**src/rtl/usbh_pkg.sv**
```systemverilog
package usbh_pkg;

  localparam int unsigned FRAME_BASE_LEN = 11936;
  localparam int unsigned SOF_BITS       = 7;
  localparam int unsigned SOF_DEFAULT    = 64;
  localparam int unsigned FRNUM_BITS     = 11;
  localparam int unsigned FLB_LSB        = 12;
  localparam int unsigned FLB_BITS       = 32 - FLB_LSB;

  typedef enum logic [1:0] {
    W_CMD_STS  = 2'd0,
    W_IE_FRNUM = 2'd1,
    W_FLBASE   = 2'd2,
    W_SOF      = 2'd3
  } word_sel_e;

  // Number of enabled bit-clock cycles in one frame.
  function automatic int unsigned frame_len(input int unsigned base, input int unsigned adj);
    return base + adj;
  endfunction

  // Next frame index, wrapped to w bits.
  function automatic logic [15:0] frame_next(input logic [15:0] cur, input int unsigned w);
    logic [15:0] mask;
    mask = 16'((32'd1 << w) - 32'd1);
    return (cur + 16'd1) & mask;
  endfunction

  // Merge a two-lane write into a 16-bit value.
  function automatic logic [15:0] lane_merge16(input logic [15:0] cur, input logic [15:0] val,
                                               input logic [1:0] be);
    return {be[1] ? val[15:8] : cur[15:8], be[0] ? val[7:0] : cur[7:0]};
  endfunction

  // Interrupt cause evaluation: sts = {resume, error, usb_int}, en = {short, ioc, resume, err}.
  function automatic logic irq_pending(input logic [2:0] sts, input logic [3:0] en);
    return (sts[0] & (en[2] | en[3])) | (sts[1] & en[0]) | (sts[2] & en[1]);
  endfunction

endpackage

```
**src/rtl/usbh_sof_timer.sv**
```systemverilog
module usbh_sof_timer
  import usbh_pkg::*;
#(
  parameter int unsigned BASE_LEN = FRAME_BASE_LEN,
  parameter int unsigned SOF_W    = SOF_BITS
) (
  input  logic             clk,
  input  logic             rst_n,
  input  logic             soft_rst,
  input  logic             active,
  input  logic             bit_en,
  input  logic [SOF_W-1:0] sof_val,
  output logic             frame_tick
);
  localparam int unsigned MAX_LEN = BASE_LEN + (1 << SOF_W);
  localparam int unsigned CNT_W   = $clog2(MAX_LEN);

  logic [CNT_W-1:0] cnt_q;
  logic [CNT_W-1:0] last_cnt;
  logic             at_end;

  assign last_cnt   = CNT_W'(frame_len(BASE_LEN, 32'(sof_val)) - 1);
  assign at_end     = (cnt_q >= last_cnt);
  assign frame_tick = active & bit_en & at_end;

  always_ff @(posedge clk or negedge rst_n) begin
    if (!rst_n) begin
      cnt_q <= '0;
    end else if (soft_rst || !active) begin
      cnt_q <= '0;
    end else if (bit_en) begin
      cnt_q <= at_end ? '0 : CNT_W'(cnt_q + 1'b1);
    end
  end

  AST_TICK_GAP: assert property (@(posedge clk) disable iff (!rst_n)
    frame_tick |=> !frame_tick);

  AST_TICK_NEEDS_ENABLE: assert property (@(posedge clk) disable iff (!rst_n)
    frame_tick |-> (bit_en && active));

endmodule

```
**src/rtl/usbh_frame_ctr.sv**
```systemverilog
module usbh_frame_ctr
  import usbh_pkg::*;
#(
  parameter int unsigned FRNUM_W = FRNUM_BITS
) (
  input  logic               clk,
  input  logic               rst_n,
  input  logic               soft_rst,
  input  logic               frame_tick,
  input  logic               run,
  input  logic               ld_en,
  input  logic [1:0]         ld_be,
  input  logic [15:0]        ld_val,
  output logic [FRNUM_W-1:0] frnum
);
  logic [FRNUM_W-1:0] frnum_q;
  logic [15:0]        cur16;
  logic               advance;

  assign cur16   = 16'(frnum_q);
  assign advance = frame_tick & run;
  assign frnum   = frnum_q;

  always_ff @(posedge clk or negedge rst_n) begin
    if (!rst_n) begin
      frnum_q <= '0;
    end else if (soft_rst) begin
      frnum_q <= '0;
    end else if (ld_en) begin
      frnum_q <= FRNUM_W'(lane_merge16(cur16, ld_val, ld_be));
    end else if (advance) begin
      frnum_q <= FRNUM_W'(frame_next(cur16, FRNUM_W));
    end
  end

  AST_FRNUM_STEP: assert property (@(posedge clk) disable iff (!rst_n)
    (advance && !ld_en && !soft_rst) |=> (frnum_q == FRNUM_W'($past(frnum_q) + 1'b1)));

  AST_FRNUM_HOLD: assert property (@(posedge clk) disable iff (!rst_n)
    (!advance && !ld_en && !soft_rst) |=> $stable(frnum_q));

endmodule

```
**src/rtl/usbh_reg_bank.sv**
```systemverilog
module usbh_reg_bank
  import usbh_pkg::*;
#(
  parameter int unsigned SOF_W   = SOF_BITS,
  parameter int unsigned SOF_RST = SOF_DEFAULT,
  parameter int unsigned FRNUM_W = FRNUM_BITS
) (
  input  logic               clk,
  input  logic               rst_n,
  input  logic               bus_wr,
  input  logic [3:0]         bus_addr,
  input  logic [3:0]         bus_be,
  input  logic [31:0]        bus_wdata,
  output logic [31:0]        bus_rdata,
  input  logic [4:0]         ev_set,
  input  logic               frame_tick,
  input  logic [FRNUM_W-1:0] frnum,
  output logic               run,
  output logic               halted,
  output logic               hc_rst,
  output logic [SOF_W-1:0]   sof_val,
  output logic               frnum_ld,
  output logic [1:0]         frnum_ld_be,
  output logic [15:0]        frnum_ld_val,
  output logic [2:0]         sts_irq,
  output logic [3:0]         ie
);
  logic [7:0]          cmd_q;
  logic [5:0]          sts_q, sts_d;
  logic [3:0]          ie_q;
  logic [FLB_BITS-1:0] flb_q;
  logic [SOF_W-1:0]    sof_q;

  word_sel_e word;
  logic wr_cmd, wr_sts, wr_ie, wr_flb, wr_sof;
  logic run_set, halt_set;
  logic [5:0] sts_clr;

  assign word    = word_sel_e'(bus_addr[3:2]);
  assign wr_cmd  = bus_wr && (word == W_CMD_STS)  && bus_be[0];
  assign wr_sts  = bus_wr && (word == W_CMD_STS)  && bus_be[2];
  assign wr_ie   = bus_wr && (word == W_IE_FRNUM) && bus_be[0];
  assign wr_flb  = bus_wr && (word == W_FLBASE);
  assign wr_sof  = bus_wr && (word == W_SOF)      && bus_be[0];

  assign frnum_ld     = bus_wr && (word == W_IE_FRNUM) && (|bus_be[3:2]);
  assign frnum_ld_be  = bus_be[3:2];
  assign frnum_ld_val = bus_wdata[31:16];

  assign run_set  = wr_cmd && bus_wdata[0];
  assign halt_set = frame_tick && !cmd_q[0];
  assign sts_clr  = wr_sts ? bus_wdata[21:16] : 6'd0;

  always_comb begin
    sts_d = (sts_q & ~sts_clr) | {halt_set, ev_set};
    if (run_set) sts_d[5] = 1'b0;
  end

  always_ff @(posedge clk or negedge rst_n) begin
    if (!rst_n) begin
      cmd_q <= '0;
      sts_q <= 6'b100000;
      ie_q  <= '0;
      flb_q <= '0;
      sof_q <= SOF_W'(SOF_RST);
    end else if (cmd_q[1]) begin
      cmd_q <= '0;
      sts_q <= 6'b100000;
      ie_q  <= '0;
      flb_q <= '0;
      sof_q <= SOF_W'(SOF_RST);
    end else begin
      sts_q <= sts_d;
      if (wr_cmd) cmd_q <= bus_wdata[7:0];
      if (wr_ie)  ie_q  <= bus_wdata[3:0];
      if (wr_sof) sof_q <= bus_wdata[SOF_W-1:0];
      if (wr_flb) begin
        if (bus_be[1]) flb_q[3:0]   <= bus_wdata[15:12];
        if (bus_be[2]) flb_q[11:4]  <= bus_wdata[23:16];
        if (bus_be[3]) flb_q[19:12] <= bus_wdata[31:24];
      end
    end
  end

  always_comb begin
    case (word)
      W_CMD_STS:  bus_rdata = {10'd0, sts_q, 8'd0, cmd_q};
      W_IE_FRNUM: bus_rdata = {{(16-FRNUM_W){1'b0}}, frnum, 12'd0, ie_q};
      W_FLBASE:   bus_rdata = {flb_q, {FLB_LSB{1'b0}}};
      W_SOF:      bus_rdata = {{(32-SOF_W){1'b0}}, sof_q};
      default:    bus_rdata = '0;
    endcase
  end

  assign run     = cmd_q[0];
  assign halted  = sts_q[5];
  assign hc_rst  = cmd_q[1];
  assign sof_val = sof_q;
  assign sts_irq = sts_q[2:0];
  assign ie      = ie_q;

  logic unused_bits;
  assign unused_bits = ^{bus_addr[1:0], bus_wdata[11:8]};

  AST_HCRST_ONE_CYCLE: assert property (@(posedge clk) disable iff (!rst_n)
    cmd_q[1] |=> !cmd_q[1]);

  AST_HCRST_DEFAULTS: assert property (@(posedge clk) disable iff (!rst_n)
    cmd_q[1] |=> (ie_q == 4'd0 && flb_q == '0 && sof_q == SOF_W'(SOF_RST) && sts_q == 6'b100000));

  AST_HALT_AT_BOUNDARY: assert property (@(posedge clk) disable iff (!rst_n)
    (frame_tick && !cmd_q[0] && !cmd_q[1] && !run_set) |=> sts_q[5]);

  AST_NO_SPURIOUS_STATUS: assert property (@(posedge clk) disable iff (!rst_n)
    (ev_set == 5'd0 && !frame_tick && !cmd_q[1]) |=> ((sts_q & ~$past(sts_q)) == 6'd0));

endmodule

```
**src/rtl/usbh_frame_core.sv**
```systemverilog
module usbh_frame_core
  import usbh_pkg::*;
#(
  parameter int unsigned BASE_LEN = FRAME_BASE_LEN,
  parameter int unsigned SOF_W    = SOF_BITS,
  parameter int unsigned SOF_RST  = SOF_DEFAULT,
  parameter int unsigned FRNUM_W  = FRNUM_BITS
) (
  input  logic        clk,
  input  logic        rst_n,
  input  logic        bit_en,
  input  logic        bus_wr,
  input  logic [3:0]  bus_addr,
  input  logic [3:0]  bus_be,
  input  logic [31:0] bus_wdata,
  output logic [31:0] bus_rdata,
  input  logic        ev_complete,
  input  logic        ev_short,
  input  logic        ev_error,
  input  logic        ev_resume,
  input  logic        ev_bus_err,
  input  logic        ev_proc_err,
  output logic        frame_tick,
  output logic        irq
);
  logic               run, halted, hc_rst, frnum_ld;
  logic [SOF_W-1:0]   sof_val;
  logic [1:0]         frnum_ld_be;
  logic [15:0]        frnum_ld_val;
  logic [FRNUM_W-1:0] frnum;
  logic [2:0]         sts_irq;
  logic [3:0]         ie;
  logic [4:0]         ev_set;
  logic               timer_active;

  assign ev_set       = {ev_proc_err, ev_bus_err, ev_resume, ev_error, ev_complete | ev_short};
  assign timer_active = run | ~halted;

  usbh_reg_bank #(.SOF_W(SOF_W), .SOF_RST(SOF_RST), .FRNUM_W(FRNUM_W)) regs_i (
    .clk(clk), .rst_n(rst_n), .bus_wr(bus_wr), .bus_addr(bus_addr), .bus_be(bus_be),
    .bus_wdata(bus_wdata), .bus_rdata(bus_rdata), .ev_set(ev_set), .frame_tick(frame_tick),
    .frnum(frnum), .run(run), .halted(halted), .hc_rst(hc_rst), .sof_val(sof_val),
    .frnum_ld(frnum_ld), .frnum_ld_be(frnum_ld_be), .frnum_ld_val(frnum_ld_val),
    .sts_irq(sts_irq), .ie(ie)
  );

  usbh_sof_timer #(.BASE_LEN(BASE_LEN), .SOF_W(SOF_W)) timer_i (
    .clk(clk), .rst_n(rst_n), .soft_rst(hc_rst), .active(timer_active), .bit_en(bit_en),
    .sof_val(sof_val), .frame_tick(frame_tick)
  );

  usbh_frame_ctr #(.FRNUM_W(FRNUM_W)) frctr_i (
    .clk(clk), .rst_n(rst_n), .soft_rst(hc_rst), .frame_tick(frame_tick), .run(run),
    .ld_en(frnum_ld), .ld_be(frnum_ld_be), .ld_val(frnum_ld_val), .frnum(frnum)
  );

  assign irq = irq_pending(sts_irq, ie);

  AST_IRQ_HAS_CAUSE: assert property (@(posedge clk) disable iff (!rst_n)
    irq |-> (sts_irq != 3'd0 && ie != 4'd0));

  AST_STOPPED_NO_TICK: assert property (@(posedge clk) disable iff (!rst_n)
    (halted && !run) |-> !frame_tick);

endmodule

```
**config.mk**
```make
export PLATFORM = sky130hd
export DESIGN_NAME = usbh_frame_core
export DESIGN_NICKNAME = d
export VERILOG_FILES = /design/src/rtl/usbh_pkg.sv /design/src/rtl/usbh_sof_timer.sv /design/src/rtl/usbh_frame_ctr.sv /design/src/rtl/usbh_reg_bank.sv /design/src/rtl/usbh_frame_core.sv
export SDC_FILE = /design/constraint.sdc
export NUM_CORES = 1
export LEC_CHECK = 0
export BUFFER_PORTS_ARGS = -buffer_cell sky130_fd_sc_hd__buf_4
export CORE_ASPECT_RATIO = 1.75
export CORE_MARGIN = 4
export CORE_UTILIZATION = 34
export DETAILED_ROUTE_END_ITERATION = 10
export HOLD_SLACK_MARGIN = 0.02
export SETUP_SLACK_MARGIN = 0.15
export SLEW_MARGIN = 25
export SYNTH_ARGS = -nofsm -noshare
export SYNTH_HDL_FRONTEND = slang
export SYNTH_SLANG_ARGS = --single-unit
```
**constraint.sdc**
```tcl
create_clock -name clk -period 6.18 [get_ports clk]
set_clock_uncertainty 0.15 [all_clocks]
set_input_delay 0.309 -clock clk [delete_from_list [all_inputs] [get_ports clk]]
set_output_delay 0.309 -clock clk [all_outputs]
set_load 0.005 [all_outputs]
```
==> flow_metrics.env, run 1 <==
export IMPL_netlist_area_um2=4030
export IMPL_root_buffer="clkbuf_16"
export IMPL_avgRoutedWirePerCell_um=16.3
export IMPL_layout_drive_gt1_share=0.190
export IMPL_grtUsageTotal=0.164
export IMPL_cts_sinks=70
export IMPL_maxSlewHeadroom=0.403
export IMPL_grt_pass1_vias=3724
export IMPL_cts_buffers_inserted=9
export IMPL_post_cts_setup_buffer_count=0
export IMPL_ys_flop_type="dfrtp_1"
export IMPL_r2r_end="frctr_i.frnum[9]"
export IMPL_max_freq_mhz=277
export IMPL_p_leak_nw=2.33
export IMPL_drcViolationCount=0
export IMPL_hold_viol=0
export IMPL_total_power_mw=1.39
export IMPL_synth_simple_area_share=0.253
export IMPL_ff2ff_path_depth=10
export IMPL_fin_nets=599
export IMPL_n_fill_cell=1142
export IMPL_area_delta_synth_final_pct=24.5
export IMPL_cp_max_fo=4
export IMPL_cap_violations=0
export IMPL_cts_resized=0
export IMPL_fin_util=0.433
export IMPL_io_buffer_count=73
export IMPL_grt_max_degree=71
export IMPL_via_per_inst=5.38
export IMPL_arrival_ps=3150
export IMPL_synthAdderAreaFrac=0.0373
export IMPL_yosysTopAreaCell="dfrtp_1"
export IMPL_holdCritPathClass="input pin to flop"
export IMPL_p_switching_mw=0.401
export IMPL_synth_async_reset_ratio=1.00
export IMPL_start_kind="flop"
export IMPL_layout_common_cells="92 x nand2_1, 76 x buf_4, 67 x dfrtp_1, 41 x nor2_1, 39 x o21ai_0"
export IMPL_ys_seq_area_frac=0.435
export IMPL_avgSynthCellArea_um2=8.57
export IMPL_p_int_mw=0.986
export IMPL_antenna_found_initial=0
export IMPL_maxSlewViolCount=0
export IMPL_rows=52
export IMPL_core_area_um2=11600
export IMPL_start_util=0.348
export IMPL_endpoint_kind="output pin"
export IMPL_die_width_um=90.3
export IMPL_synth_edff_count=0
export IMPL_rsz0062_at_grt="no"
export IMPL_whs_ps=46.6
export IMPL_cts_tree="yes"
export IMPL_path_cells="nor3_1 -> nor3b_1 -> nor2_1 -> ha_1 -> nand2_1 -> or4_4 -> o21ai_0 -> nand2_1 -> nor2_1 -> buf_4"
export IMPL_synth_area_leaders="dfrtp_1 42%, nand2_1 8.6%, mux2i_1 5.7%, o21ai_0 4.8%, nor2_1 3.8%"
export IMPL_path_class="flop to output pin"
export IMPL_p_per_area_nw_per_um2=277
export IMPL_drtPass1Iterations=4
export IMPL_synth_xor_xnor_area_share=0.0304
export IMPL_first_iter_violations=229
export IMPL_p_clk_frac=0.372
export IMPL_syn_inst=470
export IMPL_synth_compound_area_frac=0.154
export IMPL_vias=3643
export IMPL_final_min_clock_period_ps=3610
export IMPL_grt_ovfl_total=0
export IMPL_routed_wl_um=11000
export IMPL_fin_tns_setup_ps=0
export IMPL_synth_seq_cells=70
export IMPL_synth_top_family_by_area="simple AND/OR/NAND/NOR gates"
export IMPL_dp_cells=659
export IMPL_setup_viol=0
export IMPL_p_seq_frac=0.423
export IMPL_yosysWarnings=0
export IMPL_fin_cells=677
export IMPL_yosysTopAreaCellShare=0.422
export IMPL_ctsLongestPathBuffers=2
export IMPL_die_area_um2=13700
export IMPL_hp_start="ev_error"
export IMPL_min_path_cells=3
export IMPL_finalCritPeriodShare=0.584
export IMPL_gp_congestion=0.809
export IMPL_r2r_start="regs_i.sof_val[1]"
export IMPL_clk_latency_ps=330
export IMPL_p_sw_frac=0.289
export IMPL_vdd_drop_max_v=0.000147
export IMPL_max_stage_delay_ps=420
export IMPL_hold_buffers=1
export IMPL_clk_pin_slew_ps=60
export IMPL_final_common_cell="nand2_1"
export IMPL_p_comb_frac=0.205
export IMPL_synthMuxAreaShare=0.0571
export IMPL_status="finished, final reports clean"
export IMPL_die_h_um=152
export IMPL_cp_slowest_cell="or4_4"
export IMPL_ios=84
export IMPL_whs_endpoint="regs_i.sts_q[1]"
export IMPL_hpwl_um=8000
export IMPL_required_ps=5720
export IMPL_worst_slew_pin_slew_ps=893
export IMPL_drt_antenna_violating_nets=0
export IMPL_htreeDepth=3
export IMPL_grt_pass1_wl_um=18200
export IMPL_n_antenna_cell=0
export IMPL_netlist_cell_type_count=45
export IMPL_r2r_slack_ps=2780
power by group through the flow:
| stage | combinational (mW) | clock (mW) | sequential (mW) |
|---|---|---|---|
| final | 0.285 | 0.516 | 0.587 |
| after global routing | 0.326 | 0.553 | 0.598 |
| after CTS | 0.287 | 0.528 | 0.589 |
| after detailed placement | 0.285 | 0 | 0.597 |
| after global placement | 0.277 | 0 | 0.593 |
| after floorplan | 0.180 | 0 | 0.576 |
critical path: cells and delay by family, from the launching register on:
kind	cells	cell delay (ps)
buffers and inverters	1	140
AND/OR/NAND/NOR	7	1610
adder cells (fa/ha/maj)	1	300
flip-flops	1	410
AO/OA/AOI/OAI	1	380
logic make-up after synthesis:
| logic type | after synthesis |
|---|---|
| flops | 70 |
| mux | 23 |
| compound gates | 102 |
| simple gates | 218 |
| buf+inv | 30 |
| other cells | 1 |
| fa+ha+maj | 12 |
| xor+xnor | 14 |
registers in the layout, indices dropped and copies added, names as in the netlist:
register / cells
frctr_i.frnum: 11
regs_i.cmd_q: 8
regs_i.flb_q: 20
regs_i.ie: 4
regs_i.sof_val: 7
regs_i.sts_q: 6
timer_i.cnt_q: 14
Yosys cell counts, types with 2 or more instances:
cell type,count
xnor2_1,3
and2_1,12
nor2_1,41
mux2i_1,23
nand3_1,20
a31oi_1,6
clkbuf_1,20
nand2b_1,20
nor3b_1,2
nor3_1,3
o31ai_1,6
a211oi_1,2
a22o_1,8
a21oi_1,26
or2_2,2
ha_1,12
o211ai_1,4
nor2b_1,5
o41ai_1,2
nand2_1,92
buf_4,4
xor2_1,11
and3_1,4
a32oi_1,2
dfstp_2,2
dfrtp_1,68
o21ai_0,39
nand4_1,10
inv_1,5
how the worst max path moves through the flow:
stage / to / startpoint / slack [ps]
detailed placement: frctr_i.frnum[9] / regs_i.sof_val[0] / 2820
global route: frame_tick / regs_i.sof_val[1] / 2340
CTS: frame_tick / regs_i.sof_val[1] / 2560
finish: frame_tick / regs_i.sof_val[1] / 2570
floorplan: frctr_i.frnum[9] / regs_i.sof_val[0] / 3010
global placement: frctr_i.frnum[9] / regs_i.sof_val[0] / 2860
layout make-up:
cell class	instances	area, um2	share of cell area
clock inverters	6	61.3	0.0122
well taps	135	169	0.0337
multi-input cells	373	2160	0.432
inverters	5	18.8	0.00374
repair buffers	78	608	0.121
clock buffers	10	239	0.0476
flip-flops and latches	70	1760	0.350
per-layer routing:
metal / track usage / vias to the layer above / wire [um]
met5: 0 / - / 0
met4: 0.0993 / 0 / 439
met3: 0.0287 / 30 / 389
met2: 0.288 / 95 / 5910
met1: 0.182 / 1756 / 4280
li1: - / 1762 / -
through the flow:
stage | cell area (um2) | setup WS (ps)
after floorplan | 4040 | 3010
after global placement | 4670 | 2860
after detailed placement | 4670 | 2820
after CTS | 4980 | 2560
after global routing | 5020 | 2340
final | 5020 | 2570
No activity file was read; power rests on OpenSTA's default activity.
==> run 2, diff against run 1 <==
- ABC_AREA: default -> 1
- clock period: 6.18 -> 3.15 ns (I/O delays scaled with it)
==> flow_metrics.env, run 2 <==
export IMPL_synth_area_leaders="dfrtp_1 40%, nand2_1 9.7%, inv_1 7.4%, nand3_1 6.8%, o21ai_0 5.0%"
export IMPL_antenna_found_initial=0
export IMPL_ys_flop_type="dfrtp_1"
export IMPL_layout_drive_gt1_share=0.198
export IMPL_first_iter_violations=171
export IMPL_clk_latency_ps=330
export IMPL_top_register="regs_i.flb_q"
export IMPL_synth_common_cells="109 x nand2_1, 83 x inv_1, 68 x dfrtp_1"
export IMPL_hold_viol=0
export IMPL_die_area_um2=14300
export IMPL_grt_max_degree=71
export IMPL_p_leak_nw=2.74
export IMPL_final_min_clock_period_ps=2730
export IMPL_routed_wl_um=12400
export IMPL_crit_top_cell="nand2_1"
export IMPL_max_stage_delay_ps=390
export IMPL_synth_most_common_cell="nand2_1"
export IMPL_yosysWarnings=0
export IMPL_core_area_um2=12100
export IMPL_io_buffer_count=73
export IMPL_seq_area_um2=1750
export IMPL_die_h_um=155
export IMPL_avgSynthCellArea_um2=7.77
export IMPL_yosysTopAreaCell="dfrtp_1"
export IMPL_synth_async_reset_ratio=1.00
export IMPL_finalCritPeriodShare=0.867
export IMPL_n_fill_cell=1242
export IMPL_arrival_ps=2420
export IMPL_syn_inst=543
export IMPL_vdd_drop_max_v=0.000208
export IMPL_grt_pass1_wl_um=19900
export IMPL_drtPass1Iterations=4
export IMPL_drt_antenna_violating_nets=0
export IMPL_htreeDepth=3
export IMPL_hpwl_um=8900
export IMPL_path_cells="inv_1 -> ha_1 -> nand3_1 -> nand3_1 -> nand2_1 -> ha_1 -> nand2_1 -> nor2_1 -> nand2_1 -> nand2_1 -> nand2_1 -> nand3_2 -> inv_1 -> nor2_2 -> buf_4"
export IMPL_maxSlewHeadroom=0.435
export IMPL_drcViolationCount=0
export IMPL_maxSlewViolCount=0
export IMPL_n_antenna_cell=0
export IMPL_setup_viol=0
export IMPL_vias=4034
export IMPL_final_common_cell="nand2_1"
export IMPL_holdCritPathClass="input pin to flop"
export IMPL_area_delta_synth_final_pct=32.3
export IMPL_start_util=0.349
export IMPL_cap_violations=0
export IMPL_grt_pass1_vias=4092
export IMPL_largest_register_ffs=20
export IMPL_path_buf_inv=3
export IMPL_ys_seq_area_frac=0.416
export IMPL_gp_congestion=0.880
export IMPL_synth_seq_cells=70
export IMPL_grtUsageTotal=0.177
export IMPL_cts_tree="yes"
export IMPL_netlist_area_um2=4220
export IMPL_path_class="flop to output pin"
export IMPL_fin_nets=715
export IMPL_yosysTopAreaCellShare=0.403
export IMPL_rows=53
export IMPL_start_kind="flop"
export IMPL_root_buffer="clkbuf_16"
export IMPL_fin_tns_setup_ps=0
export IMPL_layout_common_cells="109 x nand2_1, 82 x inv_1, 75 x buf_4, 68 x dfrtp_1, 57 x nand3_1"
export IMPL_synth_edff_count=0
export IMPL_netlist_cell_type_count=44
export IMPL_multi_input_area_um2=2010
export IMPL_die_width_um=92.2
export IMPL_ctsLongestPathBuffers=2
export IMPL_whs_ps=133
export IMPL_cts_sinks=70
export IMPL_rsz0062_at_grt="no"
export IMPL_avgRoutedWirePerCell_um=15.1
export IMPL_cts_buffers_inserted=9
export IMPL_cp_max_fo=3
export IMPL_cp_slowest_cell="dfrtp_1"
export IMPL_grt_ovfl_total=0
export IMPL_ios=84
export IMPL_status="finished, final reports clean"
export IMPL_max_freq_mhz=366
export IMPL_via_per_inst=4.90
export IMPL_critPathTopFamily="simple AND/OR/NAND/NOR gates"
export IMPL_clk_pin_slew_ps=60
export IMPL_required_ps=2840
export IMPL_worst_slew_pin_slew_ps=842
export IMPL_p_per_area_nw_per_um2=557
export IMPL_endpoint_kind="output pin"
[run 2: final cells by class]
class,instances,share of cell area
Multi-Input combinational cell,368,0.361
Sequential cell,70,0.314
Timing Repair Buffer,112,0.170
Inverter,92,0.0635
Clock buffer,12,0.0460
Tap cell,165,0.0370
Clock inverter,4,0.00807
[run 2: metal layers]
metal / vias to the layer above / wire (um) / global-route usage
li1: 1984 / - / -
met5: - / 0 / 0
met3: 28 / 408 / 0.0276
met2: 86 / 6890 / 0.331
met1: 1936 / 4660 / 0.190
met4: 0 / 427 / 0.0865
[run 2: power by group]
part           switching [mW]  leakage, nW  internal, mW  total (mW)
Combinational           0.477         1.72         0.385       0.862
Sequential              0.135        0.870          1.08        1.22
Clock                   0.377        0.152         0.652        1.03
Total                   0.989         2.74          2.12        3.11
[run 2: worst reg2reg max path, stage by stage, from the launching register on]
cell and delay [ps]:
dfrtp_1 390, inv_1 100, ha_1 210, nand3_1 160, nand3_1 140, nand2_1 70
ha_1 280, nand2_1 70, nor2_1 40, nand2_1 50, nand2_1 40, nand2_1 70
nand3_2 90, nor3_1 360, inv_1 150, o22ai_1 140
[run 2: final timing paths]
kind                                     end  slack, ps              start  depth (start not counted)
setup / recovery                  frame_tick        420  regs_i.sof_val[1]                         15
hold / removal              frctr_i.frnum[5]        130          bus_be[2]                          4
setup reg to reg           timer_i.cnt_q[11]        540  regs_i.sof_val[1]                         15
hold reg to reg             regs_i.flb_q[14]        380   regs_i.flb_q[14]                          2
max in group asynchronous    regs_i.sts_q[5]       2100              rst_n                          3
min in group asynchronous   timer_i.cnt_q[5]        150              rst_n                          2
[run 2: cell families (layout without fill, tap and decap cells)]
| kind of cell | count (synthesis) | after routing | share of synthesized area |
|---|---|---|---|
| adders and majority gates | 12 | 12 | 0.0356 |
| buffers and inverters | 108 | 220 | 0.110 |
| other | 1 | 4 | 0.000889 |
| and+or+nand+nor | 236 | 236 | 0.252 |
| xor gates and xnor gates | 15 | 15 | 0.0311 |
| AOI/OAI and AO/OA | 97 | 97 | 0.143 |
| muxes | 4 | 4 | 0.0107 |
| DFF | 70 | 70 | 0.416 |
[run 2: what timing repair did]
item,CTS,global route
gates resized for setup,0,2
hold buffers,36,0
buffers inserted,0,0
endpoints found under the hold margin,105,0
endpoints found under the setup margin,0,1
[run 2: metrics by stage]
stage	utilization	total power, mW	setup slack (ps)	area (um2)	std cells
2_1_floorplan	-	1.74	852	4230	546
4_1_cts	0.460	3.13	298	5550	822
5_1_grt	0.462	3.32	214	5580	823
6_report	0.462	3.11	418	5580	823
3_3_place_gp	0.405	2.01	563	4890	770
3_5_place_dp	0.405	2.05	520	4890	770
==> run 3, diff against run 2 <==
- clock period: 3.15 -> 3.1 ns (I/O delays scaled with it)
==> flow_metrics.env, run 3 (synthesis gave the netlist of run 2 again) <==
export IMPL_p_sw_frac=0.306
export IMPL_cp_max_fo=3
export IMPL_top_register="regs_i.flb_q"
export IMPL_layout_common_cells="109 x nand2_1, 82 x inv_1, 75 x buf_4, 68 x dfrtp_1, 56 x nand3_1"
export IMPL_routed_wl_um=12200
export IMPL_endpoint_kind="output pin"
export IMPL_fin_nets=714
export IMPL_max_freq_mhz=372
export IMPL_grt_pass1_wl_um=19200
export IMPL_p_leak_nw=2.76
export IMPL_p_comb_frac=0.260
export IMPL_path_class="flop to output pin"
export IMPL_grt_ovfl_total=0
export IMPL_vias=4026
export IMPL_dp_cells=770
export IMPL_maxSlewViolCount=0
export IMPL_cts_sinks=70
export IMPL_cts_buffers_inserted=9
export IMPL_antenna_found_initial=0
export IMPL_ctsLongestPathBuffers=2
export IMPL_fin_cells=822
export IMPL_cap_violations=0
export IMPL_die_width_um=92.2
export IMPL_core_area_um2=12100
export IMPL_avgRoutedWirePerCell_um=14.9
export IMPL_grt_max_degree=71
export IMPL_final_common_cell="nand2_1"
export IMPL_cts_tree="yes"
export IMPL_drt_antenna_violating_nets=0
export IMPL_rows=53
export IMPL_htreeDepth=3
export IMPL_first_iter_violations=137
export IMPL_drcViolationCount=0
export IMPL_die_area_um2=14300
export IMPL_setup_viol=0
export IMPL_p_int_mw=2.32
export IMPL_hpwl_um=8840
export IMPL_hold_viol=0
export IMPL_clk_pin_slew_ps=60
export IMPL_worst_slew_pin_slew_ps=919
export IMPL_final_min_clock_period_ps=2690
export IMPL_status="finished, final reports clean"
export IMPL_maxSlewHeadroom=0.387
export IMPL_p_switching_mw=1.02
export IMPL_total_power_mw=3.34
export IMPL_post_cts_setup_buffer_count=0
export IMPL_vdd_drop_max_v=0.000290
export IMPL_p_seq_frac=0.370
export IMPL_largest_register_ffs=20
export IMPL_drtPass1Iterations=4
export IMPL_clk_latency_ps=330
export IMPL_start_kind="flop"
export IMPL_arrival_ps=2380
export IMPL_fin_tns_setup_ps=0
export IMPL_p_clk_frac=0.370
export IMPL_finalCritPeriodShare=0.867
export IMPL_root_buffer="clkbuf_16"
export IMPL_via_per_inst=4.90
export IMPL_holdCritPathClass="input pin to flop"
export IMPL_grt_pass1_vias=3966
export IMPL_io_buffer_count=73
export IMPL_die_h_um=155
export IMPL_start_util=0.349
export IMPL_layout_drive_gt1_share=0.199
export IMPL_rsz0062_at_grt="no"
export IMPL_p_per_area_nw_per_um2=595
export IMPL_gp_congestion=0.879
export IMPL_area_delta_synth_final_pct=33.0
export IMPL_required_ps=2790
export IMPL_ios=84
export IMPL_n_antenna_cell=0
export IMPL_grtUsageTotal=0.172
## run 3: cell types whose count changed in the layout (fill, tap and decap cells not counted), sizes merged
| cell | before | now |
|---|---|---|
| clkbuf | 12 | 11 |
| clkinv | 5 | 3 |
| inv | 90 | 91 |
| buf | 76 | 75 |
| bufinv | 1 | 3 |
## run 3: routing by layer
metal / up-vias / track usage / share of wire
li1: 1973 / - / -
met3: 32 / 0.0252 / 0.035
met1: 1920 / 0.187 / 0.38
met4: 0 / 0.0829 / 0.035
met2: 101 / 0.320 / 0.55
met5: - / 0 / 0
## run 3: worst paths after layout
path | from | to | slack, ps | cells after the start
worst max-delay path | regs_i.sof_val[1] | frame_tick | 410 | 15
min in group asynchronous | rst_n | timer_i.cnt_q[13] | 350 | 2
worst min-delay path | bus_be[3] | frctr_i.frnum[9] | 120 | 4
max in group asynchronous | rst_n | regs_i.sof_val[4] | 1850 | 2
worst max register to register | regs_i.sof_val[1] | frctr_i.frnum[3] | 550 | 18
worst min register to register | frctr_i.frnum[10] | frctr_i.frnum[10] | 380 | 2
## run 3: layout make-up
cell class                      count  area [um2]
Fill cell                        1251        6460
Timing Repair Buffer              111         923
Clock inverter                      5         104
Multi-Input combinational cell    368        2020
Inverter                           92         354
Clock buffer                       11         253
Tap cell                          165         206
Sequential cell                    70        1750
## run 3: stage by stage
| step | instance area (um2) | utilization | hold slack, ps | setup WS, ps |
|---|---|---|---|---|
| 2_1_floorplan | 4230 | - | -291 | 802 |
| 3_3_place_gp | 4890 | 0.405 | 203 | 517 |
| 3_5_place_dp | 4890 | 0.405 | 203 | 506 |
| 4_1_cts | 5600 | 0.464 | 108 | 248 |
| 5_1_grt | 5610 | 0.465 | 128 | 190 |
| 6_report | 5610 | 0.465 | 118 | 411 |
## run 3: worst max-delay path, cell delays in order (launching register included)
cell,delay [ps]
dfrtp_1,370
inv_1,100
ha_1,230
nand3_2,120
nand2_1,80
inv_1,50
ha_1,260
nand2_1,50
nor2_1,160
nand2_1,70
nand3_1,70
nand2_1,60
nand3_2,80
inv_1,60
nor2_2,130
buf_4,140
## run 3: repair_timing
item / 4_1_cts / 5_1_grt
resized for setup: 0 / 3
hold endpoints to repair: 105 / 0
hold buffers: 36 / 0
setup endpoints to repair: 0 / 1
## run 3: power by group through the flow
stage	clock (mW)	combinational (mW)	sequential [mW]
after floorplan	0	0.564	1.21
after global placement	0	0.807	1.24
after detailed placement	0	0.828	1.25
after CTS	1.26	0.872	1.23
after global routing	1.30	0.990	1.25
final	1.24	0.869	1.24
